**config.mk**
```make
export PLATFORM = sky130hd
export DESIGN_NAME = ladder_dac_regs
export DESIGN_NICKNAME = d
export VERILOG_FILES = /design/src/rtl/ladder_dac_regs.sv
export SDC_FILE = /design/constraint.sdc
export NUM_CORES = 1
export LEC_CHECK = 0
export BUFFER_PORTS_ARGS = -buffer_cell sky130_fd_sc_hd__buf_2
export CAP_MARGIN = 20
export CORE_UTILIZATION = 25
export DETAILED_ROUTE_END_ITERATION = 6
export PLACE_DENSITY_LB_ADDON = 0.3
export SYNTH_ARGS = -nofsm -noshare
export SYNTH_HDL_FRONTEND = slang
export SYNTH_SLANG_ARGS = --single-unit
```
**constraint.sdc**
```tcl
create_clock -name clk -period 1.2 [get_ports clk]
set_input_delay 0.06 -clock clk [delete_from_list [all_inputs] [get_ports clk]]
set_output_delay 0.06 -clock clk [all_outputs]
set_load 0.01 [all_outputs]
```
**src/rtl/ladder_dac_regs.sv**
```systemverilog
module ladder_dac_regs (
  input  logic        clk,
  input  logic        rst_n,
  input  logic        wr_en,
  input  logic [1:0]  addr,
  input  logic [7:0]  wdata,
  output logic [7:0]  rdata,
  input  logic        pin_di,
  input  logic        gpio_drv_en,
  output logic        pin_read,
  output logic        pin_drv_en,
  output logic        ladder_en,
  output logic        ladder_to_pin,
  output logic [1:0]  ladder_src,
  output logic [8:0]  ladder_code,
  output logic [15:0] dbg_frac
);
  localparam logic [1:0] A_CTRL = 2'd0;
  localparam logic [1:0] A_HI   = 2'd1;
  localparam logic [1:0] A_LO   = 2'd2;
  localparam logic [7:0] CTRL_MASK = 8'hB3;

  logic [7:0] ctrl_q, hi_q, lo_q;
  logic [8:0] code_q;

  wire en_b    = ctrl_q[7];
  wire pin_oe  = ctrl_q[5];
  wire right_b = ctrl_q[4];

  always_ff @(posedge clk or negedge rst_n) begin
    if (!rst_n) begin
      ctrl_q <= '0;
      hi_q   <= '0;
      lo_q   <= '0;
      code_q <= '0;
    end else if (wr_en) begin
      case (addr)
        A_CTRL: ctrl_q <= wdata & CTRL_MASK;
        A_LO:   lo_q   <= wdata;
        A_HI: begin
          hi_q   <= wdata;
          code_q <= right_b ? {wdata[0], lo_q} : {wdata, lo_q[7]};
        end
        default: ;
      endcase
    end
  end

  always_comb begin
    case (addr)
      A_CTRL:  rdata = ctrl_q;
      A_HI:    rdata = hi_q;
      A_LO:    rdata = lo_q;
      default: rdata = '0;
    endcase
  end

  assign ladder_en     = en_b;
  assign ladder_to_pin = pin_oe;
  assign ladder_src    = ctrl_q[1:0];
  assign ladder_code   = en_b ? code_q : '0;
  assign dbg_frac      = {1'b0, ladder_code, 6'b0};
  assign pin_drv_en    = gpio_drv_en & ~pin_oe;
  assign pin_read      = pin_di & ~pin_oe;

  AST_LEFT_LATCH: assert property (@(posedge clk) disable iff (!rst_n)
    (wr_en && addr == A_HI && !right_b) |=> code_q == {$past(wdata), $past(lo_q[7])});
  AST_RIGHT_LATCH: assert property (@(posedge clk) disable iff (!rst_n)
    (wr_en && addr == A_HI && right_b) |=> code_q == {$past(wdata[0]), $past(lo_q)});
  AST_NO_HI_HOLD: assert property (@(posedge clk) disable iff (!rst_n)
    !(wr_en && addr == A_HI) |=> $stable(code_q));
  AST_OFF_SILENT: assert property (@(posedge clk) disable iff (!rst_n)
    !ladder_en |-> (dbg_frac == 16'd0));
  AST_PIN_OVERRIDE: assert property (@(posedge clk) disable iff (!rst_n)
    ladder_to_pin |-> (!pin_drv_en && !pin_read));
endmodule

```
==> out/metrics.cfg, run 1 <==
[floorplanning]
core-area_sq_mm=0.00639
die_y_um=83.6
die_w_um=83.6
start_util=0.261
rows=29
die-area_sq_mm=0.00699
num_io_pins=54

[sta]
hold_viol=0
setup_viol=8
worst_slack_ns=-0.0660
max_freq_mhz=790
finalClockSkew_ns=0.00279
finalHoldWorstSlack_ns=0.0475
fin_crit_sh=1.05
fin_crit_ns=1.27
rsz0062_at_grt=true
drv_slew=0

[routing]
drt_wl_total_um=3760
wl_per_cell_um=14.8
vias_per_cell=4.31
vias=1094
ant_nets=0
drc_errors=0
dr.pass1.iters=4
drt_iter0_markers=15

[pwr]
ir_worst_vdd_mv=0.910
switching_power_w=0.00105
pwr-share-clk=0.234
p_comb_frac=0.378
internal_power_w=0.00257
power.share.sequential=0.389
power.leakage_nw=1.09
sw_frac_of_total=0.291
pwr_density_cell_mw_per_mm2=1630

[critical_path]
worstSetupPathType=register to register
regToRegStartpoint=ctrl_q[4]
worst_ep_arrival_time_ns=1.43
crit_chain=buf_2 > mux2_2 > mux2_4
cp.required_ns=1.37
end_kind=register
worstPathMaxFanout=5
cp-start-kind=register
cp_slowest_cell=dfrtp_2
crit_buf_inv=1
path_delay_family=multiplexers
crit_start=ctrl_q[4]
max_stage_delay_ns=0.37

[cts]
cts.sinks=30
cts_tree=built
clk_latency_ns=0.28
cts_buffers=5
cts_root_buffer=clkbuf_8
clockBufferDepth=2
clk_pin_slew_worst_paths_ns=0.06
htree_levels=2

[global_route]
grt_max_degree=31
grt_use_total=0.112
grt_pass1_wl_um=5960
grt_remaining_overflow=0
antenna_found_initial=0
grt_pass1_vias=1075

[logic_synthesis]
synth.distinct_cells=16
synthAdderAreaFrac=0
syn_area_per_cell_sq_um=13.5
synth-xor-area-share=0
synth-seq-cells=30
synth_cells=123
netlist.area_leader.share=0.451
synth_top_family_by_area=multiplexers
yosys-mux-area-fraction=0.316
yosysSeqAreaShare=0.451
yosys.area_share.simple=0.0789
synth.cell_area_sq_mm=0.00167
synthTopCellsByArea=dfrtp_1 (45%), mux2_2 (20%), mux2_4 (9.0%), buf_4 (8.1%), and2_1 (3.4%)
yosysTopAreaCell=dfrtp_1
ys_warn_count=0
synth-compound-area-share=0.0421

[cells_and_area]
fin_nets=191
final_common_cell=buf_2
layout.cells.non_filler=254
seqCellArea_sq_um=753
antenna-diode-count=0
n_fill_cell=659
mostFrequentLayoutCells=buf_2 (31), mux2_2 (29), dfrtp_1 (28), buf_6 (19), buf_4 (11)
drive_gt1_frac=0.701
area.growth.synth_to_final_pct=33.5
multi_input_area_sq_um=781

[status]
violations=negative setup slack
status=complete, but fails checks

[run]
maxCapViolCount=0

[place]
dpl.hpwl_um=2600
placed_cells=238
portBuffers=46
gp_congestion=0.641

[hold_path]
hold_path.class=input port to register
min_from=wdata[3]

## flip-flops by register name, indices dropped and copies added, names as in the netlist
| register | count |
|---|---|
| code_q | 9 |
| ctrl_q | 5 |
| hi_q | 8 |
| lo_q | 8 |
## per-layer routing
layer / track usage / up-vias / part of all wire
li1: - / 516 / -
met3: 0.0326 / 4 / 0.041
met1: 0.149 / 539 / 0.47
met4: 0.0277 / 0 / 0.0066
met2: 0.180 / 35 / 0.49
met5: 0 / - / 0
## metrics by stage
stage                     utilization  total power (W)  setup WS [ns]  TNS [ns]  area (sq um)
after floorplan                     -          0.00219        0.00774         0          1690
after global placement          0.303          0.00245         -0.160     -1.32          1930
after detailed placement        0.303          0.00246         -0.177     -1.48          1930
after CTS                       0.322          0.00335        -0.0587    -0.292          2060
after global routing            0.348          0.00383         -0.121    -0.733          2220
final                           0.348          0.00362        -0.0660    -0.337          2220
## Yosys cell counts, drive strengths merged
library cell and count:
mux2i 5, buf 23, conb 1, nand3b 2, nor3b 1, and2 9
nor2b 4, o2bb2ai 5, clkbuf 1, dfrtp 30, a22o 3, mux2 39
## path summary, 6_finish.rpt
check	end	slack (ns)	cells past startpoint
setup / recovery	code_q[1]	-0.07	3
hold / removal	hi_q[3]	0.05	2
setup reg to reg	code_q[1]	-0.07	3
hold reg to reg	hi_q[4]	0.50	1
max in group asynchronous	ctrl_q[7]	0.56	3
min in group asynchronous	hi_q[3]	0.33	3
## power groups by stage
stage	Sequential [W]	Clock (W)	Combinational [W]
after floorplan	0.00137	0	0.000826
after global routing	0.00144	0.000920	0.00148
after detailed placement	0.00145	0	0.00100
after global placement	0.00145	0	0.000995
after CTS	0.00142	0.000864	0.00106
final	0.00141	0.000846	0.00137
## layout make-up
type                            instances  share of cell area
Timing Repair Buffer                   64               0.226
Multi-Input combinational cell         75               0.351
Clock inverter                          1             0.00225
Tap cell                               77              0.0433
Clock buffer                            7              0.0388
Sequential cell                        30               0.339
## worst register-to-register path, delay by kind of cell (launching register included)
| family | cells | cell delay (ns) |
|---|---|---|
| buf+inv | 1 | 0.17 |
| mux | 2 | 0.60 |
| flops | 1 | 0.37 |
## cells by family (layout without fill, tap and decap cells)
group	after synthesis	count (layout)
other	1	7
AND/OR/NAND/NOR	16	16
buffers and inverters	24	72
multiplexers	44	44
flip-flops	30	30
AO/OA/AOI/OAI	8	8
## repair_timing
action	in CTS	in global routing
endpoints found under the setup margin	29	28
setup buffers	3	4
endpoints found under the hold margin	30	0
cloned	0	0
hold buffers	1	0
resized for setup	2	30
pin swaps	2	1
(Power assumes the default switching activity.)
==> inputs of run 2 (changes only) <==
CORE_UTILIZATION = 45   (was 25)
GPL_ROUTABILITY_DRIVEN = 0   (was default)
==> run 2 against run 1 <==
The run still ends with negative setup slack left. Global-route usage grew 6.6 points. Total power shrank 8.5%. Final cell count shrank 15%. Non-clock buffer count shrank 7. Highest routed layer unchanged.
==> out/metrics.cfg, run 2 (same netlist as run 1, synthesis figures left out) <==
[place]
portBuffers=46
placed_area_sq_mm=0.00184
dpl.hpwl_um=2210

[sta]
rsz0062_at_grt=true
hold_viol=0
finalClockSkew_ns=0.00891
drv_slew=0
setup_viol=18
max_freq_mhz=801
worst_slack_ns=-0.0480
fin_crit_sh=1.04
fin_crit_ns=1.25

[pwr]
internal_power_w=0.00233
pwr-share-clk=0.251
pwr_density_cell_mw_per_mm2=1670
sw_frac_of_total=0.295
power.leakage_nw=1.01
p_comb_frac=0.325
power.share.sequential=0.424
switching_power_w=0.000977
ir_worst_vdd_mv=0.761

[global_route]
antenna_found_initial=0
grt_use_total=0.179
grt_pass1_vias=1041
grt_max_degree=31
grt_remaining_overflow=0
grt_pass1_wl_um=5260

[cts]
cts_root_buffer=clkbuf_8
clockBufferDepth=2
clk_pin_slew_worst_paths_ns=0.07
cts_buffers=5
clk_latency_ns=0.29
cts_tree=built
cts.sinks=30
htree_levels=2

[floorplanning]
num_io_pins=54
die_y_um=62.8
die-area_sq_mm=0.00395
die_w_um=62.8
start_util=0.484
rows=21
core-area_sq_mm=0.00344

[cells_and_area]
final_common_cell=buf_2
fin_util=0.577
reg_top3=code_q: 9 flops, hi_q: 8 flops, lo_q: 8 flops
mostFrequentLayoutCells=buf_2 (47), mux2_2 (29), dfrtp_1 (28), mux2_4 (10)
drive_gt1_frac=0.647
n_fill_cell=304
top_register=code_q
area.growth.synth_to_final_pct=19.2
largest_register_ffs=9
stdcell_area_sq_mm=0.00199
fin_nets=184
antenna-diode-count=0

[run]
maxCapViolCount=0

[hold_path]
hold_path.class=input port to register

[critical_path]
worstPathMaxFanout=6
worst_ep_arrival_time_ns=1.19
cp.required_ns=1.14
worstSetupPathType=register to output pin
cp-start-kind=register
end_kind=output pin

[status]
status=complete, but fails checks
violations=negative setup slack

[routing]
drt_iter0_markers=12
vias=1073
vias_per_cell=4.97
ant_nets=0
drc_errors=0
dr.pass1.iters=5
wl_per_cell_um=15.3
drt_wl_total_um=3310

==> run 2: cell types whose count changed in the layout (fill, tap and decap cells not counted) <==
cell and change:
buf_4 -4, and2_4 -7, buf_6 -17, buf_12 -2, and2_1 +7, buf_2 +16
==> run 2: cell type report <==
class                   instances  area (sq um)  share of cell area
multi-input cells              75           763               0.384
flip-flops and latches         30           753               0.379
repair buffers                 57           320               0.161
clock buffers                   7          86.3              0.0435
well taps                      46          57.6              0.0290
clock inverters                 1          5.00             0.00252
==> run 2: metrics by stage <==
step	hold WS, ns	setup slack (ns)	instances	TNS, ns	power, W
6_report	0.0409	-0.0480	216	-0.293	0.00331
5_1_grt	0.0582	-0.0791	216	-0.945	0.00350
4_1_cts	0.0347	-0.0374	214	-0.0737	0.00329
3_5_place_dp	0.0929	-0.181	203	-1.49	0.00243
3_3_place_gp	0.0897	-0.142	203	-1.19	0.00239
2_1_floorplan	-0.236	0.00774	129	0	0.00219
==> run 2: final timing paths <==
| kind | from | end | slack, ns | cells after the start |
|---|---|---|---|---|
| min | wdata[6] | hi_q[6] | 0.04 | 2 |
| min in group asynchronous | rst_n | code_q[0] | 0.32 | 3 |
| max reg2reg | ctrl_q[4] | code_q[0] | -0.03 | 3 |
| max | ctrl_q[4] | rdata[4] | -0.05 | 4 |
| max in group asynchronous | rst_n | ctrl_q[7] | 0.59 | 3 |
| min reg2reg | hi_q[1] | hi_q[1] | 0.50 | 1 |
==> run 2: power by group through the flow <==
stage          Sequential [W]  Combinational [W]  Clock, W
3_5_place_dp          0.00145           0.000977         0
6_report              0.00140            0.00108  0.000830
2_1_floorplan         0.00137           0.000826         0
5_1_grt               0.00143            0.00116  0.000906
4_1_cts               0.00141            0.00103  0.000844
3_3_place_gp          0.00144           0.000959         0
==> run 2: critical path, cell delays in order, from the launching register on <==
cell       delay (ns)
dfrtp_2          0.41
buf_6            0.14
mux2i_2          0.14
o2bb2ai_1        0.07
buf_2            0.13
==> run 2: per-layer routing <==
layer | part of all wire | global-route usage | vias to the layer above
met5 | 0 | 0 | -
met4 | 0.019 | 0.0872 | 0
met3 | 0.046 | 0.0456 | 7
met2 | 0.48 | 0.289 | 36
met1 | 0.45 | 0.220 | 524
li1 | - | - | 506
==> run 2: what timing repair did <==
action | in CTS | in global routing
resized for setup | 5 | 4
setup buffers | 2 | 2
gates cloned | 0 | 0
pin swaps | 2 | 0
hold buffers | 1 | 0
setup endpoints to repair | 29 | 12
hold endpoints to repair | 30 | 0
==> inputs of run 3 (changes only) <==
CORE_ASPECT_RATIO = 1.1   (was default)
==> run 3 against run 2 <==
Sequential cell count unchanged. Final area up 9.5%. Setup slack better by 0.013 ns. The flow still finishes with violations (negative setup slack). Count of clock-buffer cells in the layout down 1. Critical path type is now register to register. Critical path depth down 1. Final cell count up 5.1%. Die area about the same.
==> out/metrics.cfg, run 3 (same netlist as run 1, synthesis figures left out) <==
[cells_and_area]
fin_nets=193
area.growth.synth_to_final_pct=30.6
drive_gt1_frac=0.670
reg_top3=code_q: 9 flops, hi_q: 8 flops, lo_q: 8 flops
layout.cells.non_filler=227
multi_input_area_sq_um=778
mostFrequentLayoutCells=buf_2 (30), mux2_2 (28), dfrtp_1 (28), buf_6 (19), mux2_4 (11)
top_register=code_q
antenna-diode-count=0
n_fill_cell=294
seqCellArea_sq_um=753
largest_register_ffs=9
final_common_cell=buf_2
fin_util=0.632

[hold_path]
hold_path.class=input port to register
holdPathStages=2
min_from=wdata[7]
hold_end=lo_q[7]

[pwr]
p_comb_frac=0.402
ir_worst_vdd_mv=0.818
power.share.sequential=0.410
sw_frac_of_total=0.302
switching_power_w=0.00104
pwr-share-clk=0.189
pwr_density_cell_mw_per_mm2=1580
internal_power_w=0.00240
power.leakage_nw=1.08

[global_route]
grt_use_total=0.198
grt_pass1_wl_um=5470
grt_pass1_vias=1146
grt_max_degree=18
grt_remaining_overflow=0
antenna_found_initial=0

[status]
status=complete, but fails checks
violations=negative setup slack

[critical_path]
end_kind=register
cp-start-kind=register
crit_chain=buf_4 > mux2_2 > mux2_4
r2r_cells=3
max_stage_delay_ns=0.40
cp_slowest_cell=dfrtp_2
worstPathMaxFanout=4
cp.required_ns=1.44
r2r_slack_ns=-0.04
worst_ep_arrival_time_ns=1.48
path_delay_family=multiplexers
crit_buf_inv=1
regToRegStartpoint=ctrl_q[4]
r2r_end=code_q[5]
worstSetupPathType=register to register

[sta]
finalClockSkew_ns=0.0155
rsz0062_at_grt=true
setup_viol=26
final.setup.tns_ns=-0.491
drv_slew=0
finalHoldWorstSlack_ns=0.0111
fin_crit_ns=1.24
worst_slack_ns=-0.0353
hold_viol=0
max_freq_mhz=810
fin_crit_sh=1.03

[floorplanning]
die-area_sq_mm=0.00395
core-area_sq_mm=0.00344
num_io_pins=54
die_w_um=60
die_y_um=65.8
rows=22
start_util=0.484

[routing]
vias=1129
dr.pass1.iters=4
drt_wl_total_um=3500
wl_per_cell_um=15.4
vias_per_cell=4.97
ant_nets=0
drt_iter0_markers=8
drc_errors=0

[cts]
clockBufferDepth=2
cts.sinks=30
htree_levels=2
cts_tree=built
cts_buffers=5
clk_latency_ns=0.34
clk_pin_slew_worst_paths_ns=0.11
cts_root_buffer=clkbuf_4

[place]
placed_cells=204
dpl.hpwl_um=2280
portBuffers=46

[run]
maxCapViolCount=0

## run 3: cell types whose count changed in the layout (fill, tap and decap cells not counted), sizes merged
cell,before,now
buf,56,60
clkbuf,7,6
clkinvlp,0,1
dlygate4sd3,1,6
## run 3: worst max path at each step
| stage | start | end | slack, ns | cells after the start |
|---|---|---|---|---|
| after floorplan | ctrl_q[4] | code_q[0] | 0.008 | 3 |
| after global placement | ctrl_q[4] | code_q[7] | -0.14 | 2 |
| after detailed placement | ctrl_q[4] | code_q[7] | -0.13 | 2 |
| after CTS | ctrl_q[7] | ladder_code[0] | -0.03 | 3 |
| after global routing | lo_q[4] | rdata[4] | -0.07 | 3 |
| final | ctrl_q[4] | code_q[5] | -0.04 | 3 |
## run 3: metal layers
layer  vias to the layer above  part of all wire  track usage
met5                         -                 0            0
met4                         0             0.022        0.108
met3                         9             0.039       0.0411
met2                        37              0.51        0.315
met1                       561              0.43        0.248
li1                        522                 -            -
## run 3: final cells by class
class / instances / share of cell area
tap: 48 / 0.0276
clock buffer: 6 / 0.0236
clock inverter: 2 / 0.00575
timing repair buffer: 66 / 0.239
multi-input combinational: 75 / 0.358
sequential: 30 / 0.346
## run 3: stage by stage
| step | instance area [sq um] | worst slack, ns | total power [W] |
|---|---|---|---|
| after CTS | 2140 | -0.0332 | 0.00341 |
| final | 2170 | -0.0353 | 0.00344 |
| after global placement | 1850 | -0.140 | 0.00240 |
| after global routing | 2170 | -0.0748 | 0.00364 |
| after detailed placement | 1850 | -0.132 | 0.00243 |
| after floorplan | 1690 | 0.00774 | 0.00219 |
## run 3: power groups by stage
stage	registers [W]	logic, W	clock network [W]
5_1_grt	0.00144	0.00148	0.000722
3_3_place_gp	0.00144	0.000960	0
6_report	0.00141	0.00138	0.000649
4_1_cts	0.00141	0.00133	0.000667
2_1_floorplan	0.00137	0.000826	0
3_5_place_dp	0.00145	0.000977	0
## run 3: repair_timing
action,CTS,global route
cloned,0,0
buffers inserted,7,2
hold buffers,6,0
endpoints found under the setup margin,32,32
pin swaps,3,0
gates resized for setup,29,3
hold endpoints to repair,39,0
